==> src/rtl/isp_pkg.sv <==
package isp_pkg;
  localparam int BYTE_BITS   = 8;
  localparam int FRAME_BYTES = 4;
  localparam int BIT_W       = $clog2(BYTE_BITS);
  localparam int IDX_W       = $clog2(FRAME_BYTES);

  localparam logic [7:0] OPC_LEAD     = 8'hAC;
  localparam logic [7:0] OPC_UNLOCK   = 8'h53;
  localparam logic [2:0] OPC_WIPE_TAG = 3'b100;
  localparam logic [7:0] OPC_RD_CODE  = 8'h20;
  localparam logic [7:0] OPC_WR_CODE  = 8'h40;
  localparam logic [7:0] OPC_RD_DATA  = 8'hA0;
  localparam logic [7:0] OPC_WR_DATA  = 8'hC0;

  typedef enum logic [1:0] {
    MOP_READ  = 2'd0,
    MOP_WRITE = 2'd1,
    MOP_ERASE = 2'd2,
    MOP_NONE  = 2'd3
  } mem_op_e;

  typedef enum logic [2:0] {
    CK_NONE, CK_UNLOCK, CK_WIPE, CK_RD_CODE, CK_RD_DATA, CK_WR_CODE, CK_WR_DATA
  } cmd_kind_e;

  // Command kind from the first two bytes of a frame
  function automatic cmd_kind_e classify(input logic [7:0] b0, input logic [7:0] b1);
    if (b0 == OPC_LEAD) begin
      if (b1 == OPC_UNLOCK) return CK_UNLOCK;
      if (b1[7:5] == OPC_WIPE_TAG) return CK_WIPE;
      return CK_NONE;
    end
    case (b0)
      OPC_RD_CODE: return CK_RD_CODE;
      OPC_RD_DATA: return CK_RD_DATA;
      OPC_WR_CODE: return CK_WR_CODE;
      OPC_WR_DATA: return CK_WR_DATA;
      default:     return CK_NONE;
    endcase
  endfunction

  function automatic logic is_read(input cmd_kind_e k);
    return (k == CK_RD_CODE) || (k == CK_RD_DATA);
  endfunction

  function automatic logic is_write(input cmd_kind_e k);
    return (k == CK_WR_CODE) || (k == CK_WR_DATA);
  endfunction

  function automatic logic space_of(input cmd_kind_e k);
    return (k == CK_RD_DATA) || (k == CK_WR_DATA);
  endfunction
endpackage

==> src/rtl/isp_sync.sv <==
module isp_sync #(
  parameter int               WIDTH   = 3,
  parameter int               STAGES  = 2,
  parameter logic [WIDTH-1:0] RST_VAL = '0
) (
  input  logic             clk,
  input  logic             rst_n,
  input  logic [WIDTH-1:0] d,
  output logic [WIDTH-1:0] q
);
  logic [WIDTH-1:0] pipe [STAGES];

  for (genvar s = 0; s < STAGES; s++) begin : g_stage
    if (s == 0) begin : g_first
      always_ff @(posedge clk or negedge rst_n) begin
        if (!rst_n) pipe[s] <= RST_VAL;
        else        pipe[s] <= d;
      end
    end else begin : g_next
      always_ff @(posedge clk or negedge rst_n) begin
        if (!rst_n) pipe[s] <= RST_VAL;
        else        pipe[s] <= pipe[s-1];
      end
    end
  end

  assign q = pipe[STAGES-1];
endmodule

==> src/rtl/isp_shifter.sv <==
module isp_shifter
  import isp_pkg::*;
(
  input  logic                 clk,
  input  logic                 rst_n,
  input  logic                 active,
  input  logic                 sck_s,
  input  logic                 mosi_s,
  input  logic                 tx_load,
  input  logic [BYTE_BITS-1:0] tx_val,
  output logic                 miso,
  output logic                 byte_done,
  output logic [IDX_W-1:0]     byte_idx,
  output logic [BYTE_BITS-1:0] rx_byte
);
  localparam logic [BIT_W-1:0] LAST_BIT  = BIT_W'(BYTE_BITS - 1);
  localparam logic [IDX_W-1:0] LAST_BYTE = IDX_W'(FRAME_BYTES - 1);

  logic                 sck_q;
  logic                 sck_rise, sck_fall;
  logic [BIT_W-1:0]     bit_cnt;
  logic [IDX_W-1:0]     byte_cnt;
  logic [BYTE_BITS-2:0] rx_sh;
  logic [BYTE_BITS-1:0] tx_sh;

  always_ff @(posedge clk or negedge rst_n) begin
    if (!rst_n) sck_q <= 1'b0;
    else        sck_q <= sck_s;
  end

  assign sck_rise  = active & sck_s & ~sck_q;
  assign sck_fall  = active & ~sck_s & sck_q;
  assign byte_done = sck_rise && (bit_cnt == LAST_BIT);

  always_ff @(posedge clk or negedge rst_n) begin
    if (!rst_n) begin
      bit_cnt  <= '0;
      byte_cnt <= '0;
      rx_sh    <= '0;
      tx_sh    <= '0;
    end else if (!active) begin
      bit_cnt  <= '0;
      byte_cnt <= '0;
      rx_sh    <= '0;
      tx_sh    <= '0;
    end else begin
      if (sck_rise) begin
        rx_sh <= {rx_sh[BYTE_BITS-3:0], mosi_s};
        if (bit_cnt == LAST_BIT) begin
          bit_cnt  <= '0;
          byte_cnt <= (byte_cnt == LAST_BYTE) ? '0 : byte_cnt + 1'b1;
        end else begin
          bit_cnt <= bit_cnt + 1'b1;
        end
      end
      // the fall right after a byte boundary keeps the freshly loaded MSB
      if (tx_load)
        tx_sh <= tx_val;
      else if (sck_fall && (bit_cnt != '0))
        tx_sh <= {tx_sh[BYTE_BITS-2:0], 1'b0};
    end
  end

  assign rx_byte  = {rx_sh, mosi_s};
  assign byte_idx = byte_cnt;
  assign miso     = tx_sh[BYTE_BITS-1];

  AST_RELEASE_CLEARS: assert property (@(posedge clk) disable iff (!rst_n)
    !active |=> (bit_cnt == '0 && byte_cnt == '0 && !miso));
  AST_MISO_STEADY_ON_RISE: assert property (@(posedge clk) disable iff (!rst_n)
    (sck_rise && !byte_done && !tx_load) |=> $stable(miso));
  AST_FRAME_WRAP: assert property (@(posedge clk) disable iff (!rst_n || !active)
    (byte_done && byte_idx == LAST_BYTE) |=> (byte_idx == '0));
endmodule

==> src/rtl/isp_decoder.sv <==
module isp_decoder
  import isp_pkg::*;
#(
  parameter int ADDR_W = 10
) (
  input  logic                 clk,
  input  logic                 rst_n,
  input  logic                 active,
  input  logic                 byte_done,
  input  logic [IDX_W-1:0]     byte_idx,
  input  logic [BYTE_BITS-1:0] rx_byte,
  output logic                 tx_load,
  output logic [BYTE_BITS-1:0] tx_val,
  output logic                 mem_req,
  output mem_op_e              mem_op,
  output logic                 mem_space,
  output logic [ADDR_W-1:0]    mem_addr,
  output logic [7:0]           mem_wdata,
  input  logic                 mem_ack,
  input  logic [7:0]           mem_rdata
);
  logic      prog_en;
  logic [7:0] hdr0, hdr1, mid;
  cmd_kind_e kind_q, kind_now;
  logic      rd_ack;

  function automatic logic [ADDR_W-1:0] pick_addr(input logic [7:0] hi, input logic [7:0] lo);
    logic [15:0] w;
    w = {hi, lo};
    return w[ADDR_W-1:0];
  endfunction

  assign kind_now = classify(hdr0, rx_byte);
  assign rd_ack   = mem_req && mem_ack && (mem_op == MOP_READ);

  always_comb begin
    tx_load = active && (byte_done || rd_ack);
    tx_val  = '0;
    if (rd_ack)
      tx_val = mem_rdata;
    else if (byte_done && byte_idx == IDX_W'(1) && kind_now == CK_UNLOCK)
      tx_val = rx_byte;
  end

  always_ff @(posedge clk or negedge rst_n) begin
    if (!rst_n) begin
      hdr0 <= '0; hdr1 <= '0; mid <= '0; kind_q <= CK_NONE; prog_en <= 1'b0;
      mem_req <= 1'b0; mem_op <= MOP_NONE; mem_space <= 1'b0;
      mem_addr <= '0; mem_wdata <= '0;
    end else if (!active) begin
      hdr0 <= '0; hdr1 <= '0; mid <= '0; kind_q <= CK_NONE; prog_en <= 1'b0;
      mem_req <= 1'b0; mem_op <= MOP_NONE; mem_space <= 1'b0;
      mem_addr <= '0; mem_wdata <= '0;
    end else begin
      if (mem_req && mem_ack) mem_req <= 1'b0;
      if (byte_done) begin
        case (byte_idx)
          IDX_W'(0): hdr0 <= rx_byte;
          IDX_W'(1): begin
            hdr1   <= rx_byte;
            kind_q <= kind_now;
          end
          IDX_W'(2): begin
            mid <= rx_byte;
            if (prog_en && is_read(kind_q)) begin
              mem_req   <= 1'b1;
              mem_op    <= MOP_READ;
              mem_space <= space_of(kind_q);
              mem_addr  <= pick_addr(hdr1, rx_byte);
              mem_wdata <= '0;
            end
          end
          default: begin
            if (kind_q == CK_UNLOCK) begin
              prog_en <= 1'b1;
            end else if (prog_en && kind_q == CK_WIPE) begin
              mem_req   <= 1'b1;
              mem_op    <= MOP_ERASE;
              mem_space <= 1'b0;
              mem_addr  <= '0;
              mem_wdata <= '0;
            end else if (prog_en && is_write(kind_q)) begin
              mem_req   <= 1'b1;
              mem_op    <= MOP_WRITE;
              mem_space <= space_of(kind_q);
              mem_addr  <= pick_addr(hdr1, mid);
              mem_wdata <= rx_byte;
            end
          end
        endcase
      end
    end
  end

  AST_REQ_HOLD: assert property (@(posedge clk) disable iff (!rst_n || !active)
    (mem_req && !mem_ack) |=> (mem_req && $stable(mem_op) && $stable(mem_space)
                               && $stable(mem_addr) && $stable(mem_wdata)));
  AST_REQ_DROP: assert property (@(posedge clk) disable iff (!rst_n)
    (mem_req && mem_ack) |=> !mem_req);
  AST_LOCKED_NO_REQ: assert property (@(posedge clk) disable iff (!rst_n)
    $rose(mem_req) |-> $past(prog_en));
  AST_LOCKED_MISO: assert property (@(posedge clk) disable iff (!rst_n)
    (tx_load && !prog_en) |-> (tx_val == 8'h00 || tx_val == OPC_UNLOCK));
  AST_RELEASE_LOCKS: assert property (@(posedge clk) disable iff (!rst_n)
    !active |=> (!prog_en && !mem_req));
endmodule

==> src/rtl/isp_cmd_frontend.sv <==
module isp_cmd_frontend
  import isp_pkg::*;
#(
  parameter int ADDR_W      = 10,
  parameter int SYNC_STAGES = 2
) (
  input  logic              clk,
  input  logic              rst_n,
  input  logic              tgt_rst_n,
  input  logic              sck,
  input  logic              mosi,
  output logic              miso,
  output logic              mem_req,
  output logic [1:0]        mem_op,
  output logic              mem_space,
  output logic [ADDR_W-1:0] mem_addr,
  output logic [7:0]        mem_wdata,
  input  logic              mem_ack,
  input  logic [7:0]        mem_rdata
);
  logic                 trst_s, mosi_s, sck_s, active;
  logic                 tx_load, byte_done;
  logic [BYTE_BITS-1:0] tx_val, rx_byte;
  logic [IDX_W-1:0]     byte_idx;
  mem_op_e              op_q;

  isp_sync #(.WIDTH(3), .STAGES(SYNC_STAGES), .RST_VAL(3'b100)) u_sync (
    .clk(clk), .rst_n(rst_n),
    .d({tgt_rst_n, mosi, sck}),
    .q({trst_s, mosi_s, sck_s})
  );

  assign active = ~trst_s;

  isp_shifter u_shift (
    .clk(clk), .rst_n(rst_n), .active(active),
    .sck_s(sck_s), .mosi_s(mosi_s),
    .tx_load(tx_load), .tx_val(tx_val), .miso(miso),
    .byte_done(byte_done), .byte_idx(byte_idx), .rx_byte(rx_byte)
  );

  isp_decoder #(.ADDR_W(ADDR_W)) u_dec (
    .clk(clk), .rst_n(rst_n), .active(active),
    .byte_done(byte_done), .byte_idx(byte_idx), .rx_byte(rx_byte),
    .tx_load(tx_load), .tx_val(tx_val),
    .mem_req(mem_req), .mem_op(op_q), .mem_space(mem_space),
    .mem_addr(mem_addr), .mem_wdata(mem_wdata),
    .mem_ack(mem_ack), .mem_rdata(mem_rdata)
  );

  assign mem_op = op_q;
endmodule

==> config.mk <==
export PLATFORM = sky130hd
export DESIGN_NAME = isp_cmd_frontend
export DESIGN_NICKNAME = d
export VERILOG_FILES = /design/src/rtl/isp_pkg.sv /design/src/rtl/isp_sync.sv /design/src/rtl/isp_shifter.sv /design/src/rtl/isp_decoder.sv /design/src/rtl/isp_cmd_frontend.sv
export SDC_FILE = /design/constraint.sdc
export NUM_CORES = 1
export LEC_CHECK = 0
export ABC_AREA = 0
export BUFFER_PORTS_ARGS = -buffer_cell sky130_fd_sc_hd__buf_2
export CELL_PAD_IN_SITES_DETAIL_PLACEMENT = 2
export CELL_PAD_IN_SITES_GLOBAL_PLACEMENT = 2
export CORE_MARGIN = 2
export CORE_UTILIZATION = 35
export CTS_CLUSTER_SIZE = 30
export DETAILED_ROUTE_END_ITERATION = 10
export PLACE_DENSITY_LB_ADDON = 0.08
export SLEW_MARGIN = 20
export SYNTH_ARGS = -nofsm -noshare
export SYNTH_HDL_FRONTEND = slang
export SYNTH_SLANG_ARGS = --single-unit
export TNS_END_PERCENT = 30
==> constraint.sdc <==
create_clock -name clk -period 2.9 [get_ports clk]
set_input_delay 0.29 -clock clk [delete_from_list [all_inputs] [get_ports clk]]
set_output_delay 0.29 -clock clk [all_outputs]
set_load 0.03 [all_outputs]
# [After elaboration in Yosys (flattened, before gate mapping)]
# Cells that the tools add are included.
[totals] regBits=71 wordCells=161 input_bits=14 output_inout_bits=23
[op_classes] n_reduce_logical=34 n_mux=79 n_eq_ne=22 bitwise_logic=7 add_sub_neg=2
[op_table] cell="two-way mux 8 bit" count=17
[op_table] cell="two-way mux 10 bit" count=6
[op_table] cell="two-way mux 3 bit" count=12
[op_table] cell="two-way mux 2 bit" count=13
[op_table] cell="== test 8 bit (second input constant)" count=3
[op_table] cell="two-way mux 1 bit" count=23
[op_table] cell="one-hot mux 10 bit (2 select lines)" count=1
[op_table] cell="== test 8 x 7 -> 1 bit (second input constant)" count=2
[op_table] cell="one-hot mux 8 bit (2 select lines)" count=1
[op_table] cell="== test 3 bit (second input constant)" count=5
[op_table] cell="two-way mux 7 bit" count=2
[op_table] cell="nonzero test 2 bit" count=7
[op_table] cell="one-hot mux 3 bit (4 select lines)" count=1
[op_table] cell="logical AND 1 bit" count=10
[op_table] cell="== test 8 x 6 -> 1 bit (second input constant)" count=1
[op_table] cell="AND reduction 2 bit" count=4
[op_table] cell="== test 3 x 1 -> 1 bit (second input constant)" count=2
[op_table] cell="== test 3 x 2 -> 1 bit (second input constant)" count=2
[op_table] cell="nonzero test 3 bit" count=2
[op_table] cell="AND reduction 5 bit" count=1
[op_table] cell="AND 1 bit" count=4
[op_table] cell="== test 2 bit (second input constant)" count=2
[op_table] cell="zero test 2 bit" count=2
[op_table] cell="logical OR 1 bit" count=4
[op_table] cell="other kinds (13)" count=17

# [Logic depth before layout (Yosys ltp)]
# Gate-level depths: netlist of run 1.
[logic_depth] ltp_word=15 mapped_depth=9 ltp_nobuf=7

# [Modules after synthesis]
# Synthesis of run 1 repeated with hierarchy kept, for this count alone.
[unflattened] hier_cells=309 area_unflattened_um2=3510.9
[modules_own_cells] mod="isp_decoder" n_inst=1 area_each_um2=2287.2 cells_per_inst=199 seq_area_each_um2=1103.6
[modules_own_cells] mod="isp_shifter" n_inst=1 area_each_um2=1044.8 cells_per_inst=100 seq_area_each_um2=525.5
[modules_own_cells] mod="isp_sync" n_inst=1 area_each_um2=175.2 cells_per_inst=9 seq_area_each_um2=152.6
[modules_own_cells] mod="isp_cmd_frontend" n_inst=1 area_each_um2=3.8 cells_per_inst=1 seq_area_each_um2=0.0

# [Worst setup path before layout of run 1]
# Ideal clock, no wire load.
[synth_timing] path_type="flip-flop to flip-flop" start="reg u_shift.bit_cnt[0]" end="reg u_dec.mem_wdata[6]" arrival_time_ps=2145 required_ps=2822 setup_time_ps=78 path_stages_with_launch=10 synth_period_minus_slack_ps=2223 path_slack_ps=677 path_buffers=2 path_cell_list="dfrtp_1 > ha_1 > ha_1 > nor4bb_1 > clkbuf_1 > nand3_1 > a211oi_1 > clkbuf_1 > nand3_1 > a21oi_1"
[synth_between] elab_chain_len=4
[synth_rtl] item="start, declared" line_no="isp_shifter.sv:21" source="logic [BIT_W-1:0] bit_cnt;"
[synth_rtl] item="start signal, assigned" line_no="isp_shifter.sv:53" source="bit_cnt <= bit_cnt + 1'b1;"
[synth_rtl] item="== test 3 bit" line_no="isp_shifter.sv:33" source="assign byte_done = sck_rise && (bit_cnt == LAST_BIT);"
[synth_rtl] item="logical AND 1 bit" line_no="isp_shifter.sv:33"
[synth_rtl] item="nonzero test 2 bit (no line)"
[synth_rtl] item="AND reduction 5 bit (no line)"
[synth_rtl] item="end signal, assigned" line_no="isp_decoder.sv:87" source="mem_wdata <= rx_byte;"
[synth_rtl] item="end, declared" line_no="isp_decoder.sv:18" source="output logic [7:0] mem_wdata,"
# Every way passes these cells.
# A chain may end at the register's enable or synchronous reset.

# [Final worst setup path of run 1]
[layout_timing] start="reg u_dec.hdr0[1]" end="reg u_shift.tx_sh[4]"
[layout_between] elab_chain_len=9 elab_cells_between_ends=14 classes_between="6 x eq/ne; 7 x mux; 1 x reduce/logical"
[layout_rtl] item="start, declared" line_no="isp_decoder.sv:23" source="logic [7:0] hdr0, hdr1, mid;"
[layout_rtl] item="start signal, assigned" line_no="isp_decoder.sv:58" source="IDX_W'(0): hdr0 <= rx_byte;"
[layout_rtl] item="== test 8 bit (tied with other cells)" line_no="isp_pkg.sv:33" source="case (b0)"
[layout_rtl] item="one-hot mux 3 bit (4 select lines) / two-way mux 1 bit (equally long branches)" line_no="isp_pkg.sv:33, isp_pkg.sv:28"
[layout_rtl] item="two-way mux 3 bit *" line_no="isp_pkg.sv:33"
[layout_rtl] item="== test 3 x 1 -> 1 bit *" line_no="isp_decoder.sv:41" source="else if (byte_done && byte_idx == IDX_W'(1) && kind_now == CK_UNLOCK)"
[layout_rtl] item="logical AND 1 bit *" line_no="isp_decoder.sv:41"
[layout_rtl] item="two-way mux 8 bit *" line_no="isp_decoder.sv:41"
[layout_rtl] item="two-way mux 8 bit *" line_no="isp_decoder.sv:39" source="if (rd_ack)"
[layout_rtl] item="two-way mux 8 bit *" line_no="isp_shifter.sv:57" source="if (tx_load)"
[layout_rtl] item="two-way mux 8 bit *" line_no="isp_shifter.sv:41" source="end else if (!active) begin"
[layout_rtl] item="end signal, assigned" line_no="isp_shifter.sv:58" source="tx_sh <= tx_val;"
[layout_rtl] item="end signal, assigned" line_no="isp_shifter.sv:60" source="tx_sh <= {tx_sh[BYTE_BITS-2:0], 1'b0};"
[layout_rtl] item="end, declared" line_no="isp_shifter.sv:24" source="logic [BYTE_BITS-1:0] tx_sh;"
# Mark *: on every way between the ends. The rest lies on a longest branch, timed or not.

==> metrics.md, run 1 <==
| Metric | Value |
|---|---|
| Status | `finished, violations left` |
| Violated checks | `negative hold slack` |
| Root Buffer | `clkbuf_8` |
| 1st-iter DRT viols | `63` |
| Setup CP Type | `reg -> reg` |
| Slowest-stage cell, CP | `or4b_4` |
| Final period utilization | `a little over four fifths` |
| Clk Latency, worst-skew pair | `0.35 ns` |
| Worst Setup SP | `u_dec.hdr0[1]$_DFFE_PN0P_` |
| Vias in the first global route | `2941` |
| TNS Setup | `0 ns` |
| Min Clock Period, post-route | `2.41 ns` |
| DR vias/cell | `5.36` |
| RSZ-0062 raised after global routing | `false` |
| Pin count of the biggest net entering global routing | `66` |
| Critical path arrival | `between 2 and 3 ns` |
| Synth area leader | `dfrtp_1` |
| Total routed wirelength | `9620 µm` |
| Final setup viols | `0` |
| Pwr dens | `481 nW/µm²` |
| Reg2reg setup slack | `between 0.4 and 0.5 ns` |
| Final-report hold violation count | `9` |
| Pre-CTS worst setup slack | `0.475 ns` |
| Htree depth | `3` |
| Die Span Y | `101 µm` |
| Critical R2R Capture | `u_shift.tx_sh[4]$_DFFE_PN0P_` |
| Slowest cell delay on critical path | `0.59 ns` |
| Antenna diodes | `0` |
| Hold Crit Class | `in -> async` |
| CP max FO | `4` |
| Per-cell routed wire length | `~19 µm` |
| FP Rows | `35` |
| Sequential fraction of the synthesis area | `53.7%` |
| Design Power | `1.87 mW` |
| # fillers | `between 1k and 1.5k` |
| GRT overflow | `0` |
| #FFs+latches synth | `71` |
| Max Transition Viols Final | `0` |
| Syn nets | `approximately 360` |
| Commonest non-fill, non-tap cells in the layout | `dfrtp_1, nand2_1, a21oi_1, buf_2, nand3_1` |
| Syn avg cell area | `approximately 9.7 µm²` |
| Max_slew headroom | `34.7%` |
| Clk buf depth | `2` |
| Synth area leaders | `dfrtp_1, a21oi_1, nand2_1` |
| CP Cell Sequence | `or4bb_1 -> nor4_1 -> a21oi_1 -> or4b_4 -> a221oi_1` |
| Yosys cell types | `35` |
| Worst r2r src | `u_dec.hdr0[1]$_DFFE_PN0P_` |
| Critical Path RT | `3.15 ns` |
| Layout cells sized above 1 | `18.9%` |
| Hold_ws | `-0.00644 ns` |
| Max-cap violation count | `0` |
| Final WS setup | `between 0.4 and 0.5 ns` |
| Synth Warn # | `0` |
| Post-CTS setup buffer count | `0` |
| Placeable Area | `9240 µm²` |
| Layout area overhead | `16.9%` |
| First-pass GRT wire length | `~16000 µm` |
| Clock-pin slew on the worst setup and hold paths | `around 0.080 ns` |
| Antenna Violating Nets Remaining | `0` |
| Chip width | `101 µm` |
| Mapped Area | `3320 µm²` |
| Die area | `a little over 10000 µm²` |
| DP HPWL | `6430 µm` |
| Antenna violations before repair | `0` |
| Leak | `1.61 nW` |
| R2R cell count | `5` |
| Layout net count | `just under 400` |
| Worst Clk Skew | `0.0111 ns` |
| Crit end category | `flop` |
| CTS buffer count | `9` |
| TritonCTS clock tree | `built` |
| Hold-fix buffers at CTS | `0` |
| Leading cell type in the layout, fill and taps excluded | `dfrtp_1` |
| Num ports | `37` |
| IO buf count | `36` |
| Residual DRC | `0` |
| Peak Freq | `414 MHz` |
| Top-area cell type share of the netlist area | `50.5%` |
| Routability Congestion | `~0.75` |
| Max VDD drop | `0.000185 V` |
| Number of gates resized after cts | `0` |
| Least-Margin Pin Slew | `approximately 0.98 ns` |
| Initial Util | `a little over a third` |
| CP Launch Type | `flop` |
| GRT Overall Usage | `20.3%` |
| Pre-antenna DRT Iters | `4` |
| Clock sinks | `between 70 and 80` |
| Detailed-route via count | `approximately 2.7k` |
| Post-Synthesis Cells | `342` |
[synth_stat cells]
cell type,n
buf_2,2
nor2b_1,7
or4b_4,1
a211o_1,1
and2_1,1
o21ai_0,13
nor2_1,23
nor4bb_1,1
nor4_1,2
nand3_1,25
mux2i_1,5
nand4b_1,1
o31ai_1,2
clkbuf_1,22
nand3b_1,5
a21oi_1,36
a22oi_1,13
nor3_1,1
dfstp_2,4
nand2_1,42
a211oi_1,16
inv_1,8
nor3b_1,2
o21bai_1,1
or4_4,1
or4bb_1,1
dfrtp_1,67
a32oi_1,2
nand2b_1,21
nand4_1,1
nor4b_1,1
a221oi_1,4
ha_1,7
a2111oi_4,1
a31oi_1,2
[critical path: cells and delay by family (launching register included)]
family	cells	cell delay, ns
simple gates	3	1.48
compound gates	2	0.43
flops	1	0.40
[power by group]
part	leakage, nW	switching, mW	internal (mW)
sequential	0.965	0.00839	0.999
clock	0.0871	0.391	0.389
combinational	0.557	0.0558	0.0217
total	1.61	0.455	1.41
[metal layers]
layer	GRT usage [%]	vias up	wire length, µm
li1	-	1272	-
met1	27.5	1395	4500
met2	33.0	50	4650
met3	3.11	11	313
met4	7.69	0	150
met5	0	-	0
[final cells by class]
type	instances	area, µm²	area share, %
repair buffers	47	275	7.09
flip-flops and latches	71	1780	45.9
inverters	8	30.0	0.774
multi-input cells	239	1450	37.2
well taps	129	161	4.16
clock buffers	9	124	3.19
clock inverters	6	62.6	1.61
[through the flow]
step | cells | util, % | area, µm²
final | 509 | 42.0 | 3880
after global routing | 509 | 42.0 | 3880
after CTS | 509 | 42.0 | 3880
after detailed placement | 494 | 39.9 | 3690
after global placement | 494 | 39.9 | 3690
after floorplan | 342 | - | 3320
[how the worst max path moves through the flow]
stage | end | slack [ns] | cells past startpoint
floorplan | u_dec.mem_wdata[6]$_DFFE_PN0P_ | 0.68 | 9
CTS | u_shift.tx_sh[4]$_DFFE_PN0P_ | 0.46 | 5
finish | u_shift.tx_sh[4]$_DFFE_PN0P_ | 0.49 | 5
detailed placement | u_shift.tx_sh[4]$_DFFE_PN0P_ | 0.47 | 5
global route | u_dec.mid[2]$_DFFE_PN0P_ | 0.27 | 6
global placement | u_shift.tx_sh[6]$_DFFE_PN0P_ | 0.60 | 5
[sequential cells by signal, indices dropped and copies added, names as in the netlist]
name              count
u_dec.hdr0            8
u_dec.hdr1            2
u_dec.kind_q          3
u_dec.mem_addr       10
u_dec.mem_op          2
u_dec.mem_req         1
u_dec.mem_space       1
u_dec.mem_wdata       8
u_dec.mid             8
u_dec.prog_en         1
u_shift.bit_cnt       3
u_shift.byte_idx      2
u_shift.rx_sh         7
u_shift.sck_q         1
u_shift.tx_sh         8
u_sync.pipe           3
u_sync.q              3
[kinds of logic after synthesis]
kind of cell | Yosys count | synth area share (%)
AND/OR/NAND/NOR | 136 | 20.8
AO/OA/AOI/OAI | 91 | 17.7
flip-flops | 71 | 53.7
buffers and inverters | 32 | 3.69
adder cells (fa/ha/maj) | 7 | 2.64
multiplexers | 5 | 1.51
Power figures use the tool's default switching activity.
==> run 2, diff against run 1 <==
==> constraint.sdc (replaced) <==
create_clock -name clk -period 2.28 [get_ports clk]
set_input_delay 0.228 -clock clk [delete_from_list [all_inputs] [get_ports clk]]
set_output_delay 0.228 -clock clk [all_outputs]
set_load 0.03 [all_outputs]
==> run 2 against run 1 <==
The flow finishes with violations (negative setup slack). Wire length up 2.7%. Core utilization up 3.0 points. Total power up 36%. Die area unchanged. Cell area up 7.0%. Worst setup slack worse by 0.50 ns. First-iteration DRC count up 3.2%. Clock-buffer cell count up 2. Highest routed layer unchanged. Critical endpoint is now u_shift.tx_sh[1]$_DFFE_PN0P_. Critical path depth unchanged.
==> metrics.md, run 2 (synthesis gave the netlist of run 1 again) <==
| Metric | Value |
|---|---|
| Crit end category | `flop` |
| CP max FO | `4` |
| Clk buf depth | `2` |
| Max_slew headroom | `43.2%` |
| Violated checks | `negative setup slack` |
| Hold EP | `u_shift.tx_sh[2]$_DFFE_PN0P_` |
| GRT Overall Usage | `20.1%` |
| Max reg flops | `10` |
| RSZ-0062 raised after global routing | `true` |
| Leading cell type in the layout, fill and taps excluded | `dfrtp_1` |
| Hold Crit Class | `in -> reg` |
| Placeable Area | `9240 µm²` |
| Total routed wirelength | `9880 µm` |
| Layout net count | `approximately 420` |
| Antenna violations before repair | `0` |
| Worst Min Path Start | `mem_rdata[2]` |
| DP HPWL | `about 6400 µm` |
| CP Cell Sequence | `or4_4 -> a2111oi_4 -> a21oi_2 -> or4b_4 -> a221oi_2` |
| Setup CP Type | `reg -> reg` |
| Pwr dens | `611 nW/µm²` |
| Pre-antenna DRT Iters | `4` |
| IO buf count | `36` |
| CTS buffer count | `9` |
| 1st-iter DRT viols | `65` |
| Final period utilization | `101%` |
| Clock sinks | `71` |
| Initial Util | `35.9%` |
| GRT overflow | `0` |
| Slowest-stage cell, CP | `or4_4` |
| Chip width | `101 µm` |
| WHS Path Cells | `3` |
| DR vias/cell | `~5.3` |
| Detailed-route via count | `2797` |
| Commonest non-fill, non-tap cells in the layout | `dfrtp_1, nand2_1, buf_2` |
| Critical Path RT | `about 2.5 ns` |
| R2R cell count | `5` |
| Final-report hold violation count | `0` |
| Critical R2R Capture | `u_shift.tx_sh[1]$_DFFE_PN0P_` |
| Per-cell routed wire length | `18.6 µm` |
| Worst r2r src | `u_dec.hdr0[1]$_DFFE_PN0P_` |
| Min Clock Period, post-route | `2.30 ns` |
| Least-Margin Pin Slew | `0.850 ns` |
| Non-Filler Instances | `530` |
| Vias in the first global route | `3023` |
| Status | `finished, violations left` |
| Num ports | `37` |
| Slowest cell delay on critical path | `between 0.5 and 0.6 ns` |
| Residual DRC | `0` |
| Max Transition Viols Final | `0` |
| Final setup viols | `2` |
| FP Rows | `35` |
| First-pass GRT wire length | `15900 µm` |
| Pre-CTS worst setup slack | `-0.156 ns` |
| Routability Congestion | `roughly 0.76` |
| TNS Setup | `-0.0193 ns` |
| Layout area overhead | `25.1%` |
| Delay-heaviest family, CP | `simple AND/OR/NAND/NOR gates` |
| Critical path arrival | `2.54 ns` |
| Final WS setup | `-0.0151 ns` |
| CP bufs+invs | `0` |
| Clock-pin slew on the worst setup and hold paths | `0.08 ns` |
| Leak | `between 1.5 and 2 nW` |
| Max-cap violation count | `0` |
| Clk Latency, worst-skew pair | `0.35 ns` |
| Hold_ws | `0.167 ns` |
| Max VDD drop | `0.000364 V` |
| Die Span Y | `101 µm` |
| Peak Freq | `between 400 and 500 MHz` |
| Antenna Violating Nets Remaining | `0` |
| Reg2reg setup slack | `-0.02 ns` |
| Root Buffer | `clkbuf_8` |
| Htree depth | `3` |
| Antenna diodes | `0` |
| Pin count of the biggest net entering global routing | `66` |
| Placed Instances | `around 510` |
| CP Launch Type | `flop` |
| TritonCTS clock tree | `built` |
| Layout cells sized above 1 | `23.7%` |
| Worst Setup SP | `u_dec.hdr0[1]$_DFFE_PN0P_` |
| Top reg by flops | `u_dec.mem_addr` |
| Die area | `10300 µm²` |
| Worst Clk Skew | `0.0119 ns` |
==> run 2: cell count changes in the layout (fill, tap and decap cells not counted), sizes merged <==
cell and change:
dlygate4sd3 +4, clkbuf +3, clkinv -2, buf +15, bufinv +1
==> run 2: worst max-delay path by stage <==
stage	slack [ns]	end	cells past startpoint
after floorplan	0.06	u_dec.mem_wdata[6]$_DFFE_PN0P_	9
final	-0.02	u_shift.tx_sh[1]$_DFFE_PN0P_	5
after global routing	-0.09	u_dec.mem_addr[8]$_DFFE_PN0P_	9
after global placement	-0.02	u_shift.tx_sh[4]$_DFFE_PN0P_	5
after CTS	-0.02	u_shift.tx_sh[6]$_DFFE_PN0P_	5
after detailed placement	-0.16	u_shift.tx_sh[1]$_DFFE_PN0P_	5
==> run 2: worst reg2reg max path: stages, from the launching register on <==
cell,delay [ns]
dfrtp_1,0.42
or4_4,0.55
a2111oi_4,0.36
a21oi_2,0.07
or4b_4,0.55
a221oi_2,0.25
==> run 2: where the power goes <==
| part | switching [mW] | internal [mW] |
|---|---|---|
| logic | 0.0745 | 0.0331 |
| registers | 0.00860 | 1.27 |
| clock network | 0.503 | 0.647 |
==> run 2: stage by stage <==
stage | instance area, µm² | power [mW] | util (%)
after global routing | 4150 | 2.64 | 44.9
after global placement | 3790 | 1.41 | 41.0
after CTS | 4090 | 2.57 | 44.2
after floorplan | 3320 | 1.34 | -
final | 4150 | 2.54 | 44.9
after detailed placement | 3790 | 1.41 | 41.0
==> run 2: repair_timing <==
item	CTS	global route
cloned	0	1
pin swaps	2	1
hold buffers	4	0
gates resized for setup	6	3
endpoints found under the hold margin	25	0
buffers inserted	0	4
setup endpoints to repair	11	15
==> run 2: per-layer routing <==
metal | wire length (µm) | track usage (%)
met5 | 0 | 0
met4 | 80 | 5.09
met3 | 214 | 4.21
met2 | 4830 | 33.2
met1 | 4760 | 27.2
==> run 2: area by class of cell <==
| type | instances | area, µm² |
|---|---|---|
| fill | 1008 | 5090 |
| sequential | 71 | 1780 |
| clock inverter | 5 | 82.6 |
| multi-input combinational | 239 | 1490 |
| tap | 129 | 161 |
| timing repair buffer | 67 | 465 |
| clock buffer | 11 | 141 |
| inverter | 8 | 30.0 |
==> run 3, diff against run 2 <==
--- a/config.mk
+++ b/config.mk
@@ -9,10 +9,10 @@
 export BUFFER_PORTS_ARGS = -buffer_cell sky130_fd_sc_hd__buf_2
 export CELL_PAD_IN_SITES_DETAIL_PLACEMENT = 2
 export CELL_PAD_IN_SITES_GLOBAL_PLACEMENT = 2
-export CORE_MARGIN = 2
 export CORE_UTILIZATION = 35
 export CTS_CLUSTER_SIZE = 30
 export DETAILED_ROUTE_END_ITERATION = 10
+export GPL_TIMING_DRIVEN = 1
 export PLACE_DENSITY_LB_ADDON = 0.08
 export SLEW_MARGIN = 20
 export SYNTH_ARGS = -nofsm -noshare
==> run 3 against run 2 <==
The flow now finishes without violations. Cell area down 0.90%. Clock power down 8%. Largest power group unchanged. Critical path depth unchanged. First-iteration DRC count unchanged. Critical path type unchanged. Wire length down 4.2%. Critical endpoint unchanged. Sequential cell count unchanged. Non-clock buffer count up 3. Sequential share of layout area up 0.39 points. Hold slack worse by 0.0075 ns. Sequential power about the same.
==> metrics.md, run 3 (synthesis gave the netlist of run 1 again) <==
| Metric | Value |
|---|---|
| Hold_ws | `0.159 ns` |
| Post-route cell area | `4120 µm²` |
| Peak Freq | `about 450 MHz` |
| Max-cap violation count | `0` |
| Total routed wirelength | `9470 µm` |
| FP Rows | `35` |
| Critical R2R Capture | `u_shift.tx_sh[1]$_DFFE_PN0P_` |
| Reg2reg setup slack | `0.08 ns` |
| Sequential Power Share | `52.2%` |
| Antenna Violating Nets Remaining | `0` |
| GRT Overall Usage | `around a fifth` |
| Max Transition Viols Final | `0` |
| Leak | `about 1.7 nW` |
| Design Power | `2.45 mW` |
| Setup CP Type | `reg -> reg` |
| Htree depth | `3` |
| Status | `finished, final reports clean` |
| Leading cell type in the layout, fill and taps excluded | `dfrtp_1` |
| Internal power | `1.88 mW` |
| Pre-antenna DRT Iters | `4` |
| Non-Filler Instances | `a little over 500` |
| Hold EP | `u_shift.tx_sh[5]$_DFFE_PN0P_` |
| Per-cell routed wire length | `18.4 µm` |
| RSZ-0062 raised after global routing | `true` |
| Hold Crit Class | `in -> reg` |
| Logic pwr share | `4.4%` |
| Placed Instances | `489` |
| Final period utilization | `96.4%` |
| Clock sinks | `between 70 and 80` |
| Layout net count | `420` |
| Clock-pin slew on the worst setup and hold paths | `around 0.080 ns` |
| First-pass GRT wire length | `15700 µm` |
| Residual DRC | `0` |
| GRT overflow | `0` |
| DR vias/cell | `5.43` |
| CP max FO | `4` |
| Root Buffer | `clkbuf_8` |
| CTS buffer count | `9` |
| Worst Min Path Start | `mem_rdata[5]` |
| Pwr dens | `595 nW/µm²` |
| Antenna violations before repair | `0` |
| Critical Path RT | `2.53 ns` |
| Die area | `9880 µm²` |
| Final-report hold violation count | `0` |
| WHS Path Cells | `3` |
| Detailed-route via count | `2797` |
| Crit end category | `flop` |
| Clk Latency, worst-skew pair | `0.34 ns` |
| Max VDD drop | `0.000320 V` |
| Initial Util | `between 30% and 40%` |
| Worst r2r src | `u_dec.hdr0[1]$_DFFE_PN0P_` |
| Commonest non-fill, non-tap cells in the layout | `dfrtp_1, nand2_1, buf_2` |
| CP Launch Type | `flop` |
| Top reg by flops | `u_dec.mem_addr` |
| R2R cell count | `5` |
| Max reg flops | `10` |
| DP HPWL | `6310 µm` |
| Placed Instance Area | `3770 µm²` |
| Layout area overhead | `24.0%` |
| Critical path arrival | `2.45 ns` |
| IO buf count | `36` |
| Antenna diodes | `0` |
| Worst Clk Skew | `0.0142 ns` |
| TritonCTS clock tree | `built` |
| Routability Congestion | `0.804` |
| Net Switching | `0.573 mW` |
| Final WS setup | `0.0810 ns` |
| Clk buf depth | `2` |
| Pre-CTS worst setup slack | `-0.166 ns` |
| Vias in the first global route | `between 3k and 4k` |
| Min Clock Period, post-route | `2.20 ns` |
| Clock network fraction of design power | `43.3%` |
| Die Span Y | `99.4 µm` |
| Num ports | `37` |
| 1st-iter DRT viols | `65` |
| Chip width | `99.4 µm` |
| Final setup viols | `0` |
| Max_slew headroom | `50.3%` |
| Placeable Area | `between 9000 and 10000 µm²` |
| Least-Margin Pin Slew | `0.744 ns` |
| Pin count of the biggest net entering global routing | `66` |
| Layout cells sized above 1 | `24.3%` |
| Sw Ratio | `between 20% and 30%` |
==> run 3: how the worst max path moves through the flow <==
stage	start	end	slack (ns)	cells after the start
after floorplan	u_shift.bit_cnt[0]$_DFFE_PN0P_	u_dec.mem_wdata[6]$_DFFE_PN0P_	0.06	9
after global placement	u_dec.hdr0[1]$_DFFE_PN0P_	u_shift.tx_sh[6]$_DFFE_PN0P_	-0.006	5
after detailed placement	u_dec.hdr0[1]$_DFFE_PN0P_	u_shift.tx_sh[4]$_DFFE_PN0P_	-0.17	5
after CTS	u_dec.hdr0[1]$_DFFE_PN0P_	u_shift.tx_sh[6]$_DFFE_PN0P_	0.0006	5
after global routing	u_shift.bit_cnt[0]$_DFFE_PN0P_	u_dec.mem_addr[2]$_DFFE_PN0P_	-0.02	9
final	u_dec.hdr0[1]$_DFFE_PN0P_	u_shift.tx_sh[1]$_DFFE_PN0P_	0.08	5
==> run 3: what timing repair did <==
item | in CTS | in global routing
endpoints found under the hold margin | 21 | 0
hold buffers | 4 | 0
gates resized for setup | 6 | 7
cloned | 0 | 3
setup endpoints to repair | 9 | 19
pin swaps | 1 | 3
buffers inserted | 0 | 3
==> run 3: per-layer routing <==
layer	global-route usage (%)	vias to the layer above	wire (µm)
li1	-	1321	-
met1	26.8	1429	4510
met2	34.8	33	4630
met3	3.23	14	183
met4	7.01	0	144
met5	0	-	0
==> run 3: critical path, cell delays in order (launching register included) <==
cell,delay [ns]
dfrtp_1,0.41
or4bb_1,0.55
nor4_4,0.26
a21oi_2,0.10
or4b_4,0.54
a221oi_2,0.25
==> run 3: stage by stage <==
stage                     TNS, ns  utilization, %
after floorplan                 0               -
after global placement    -0.0120            41.0
after detailed placement   -0.628            41.0
after CTS                       0            44.0
after global routing       -0.135            44.7
final                           0            44.7
==> run 3: cell type report <==
| type | instances | area (µm²) |
|---|---|---|
| Inverter | 8 | 30.0 |
| Multi-Input combinational cell | 239 | 1490 |
| Tap cell | 111 | 139 |
| Clock buffer | 12 | 155 |
| Sequential cell | 71 | 1780 |
| Fill cell | 992 | 5080 |
| Timing Repair Buffer | 70 | 463 |
| Clock inverter | 4 | 52.6 |
==> run 3: power groups by stage <==
stage	clock network, mW	registers (mW)	logic, mW
finish	1.06	1.28	0.108
global route	1.15	1.28	0.122
CTS	1.09	1.28	0.110
detailed placement	0	1.30	0.103
global placement	0	1.30	0.102
floorplan	0	1.30	0.0401
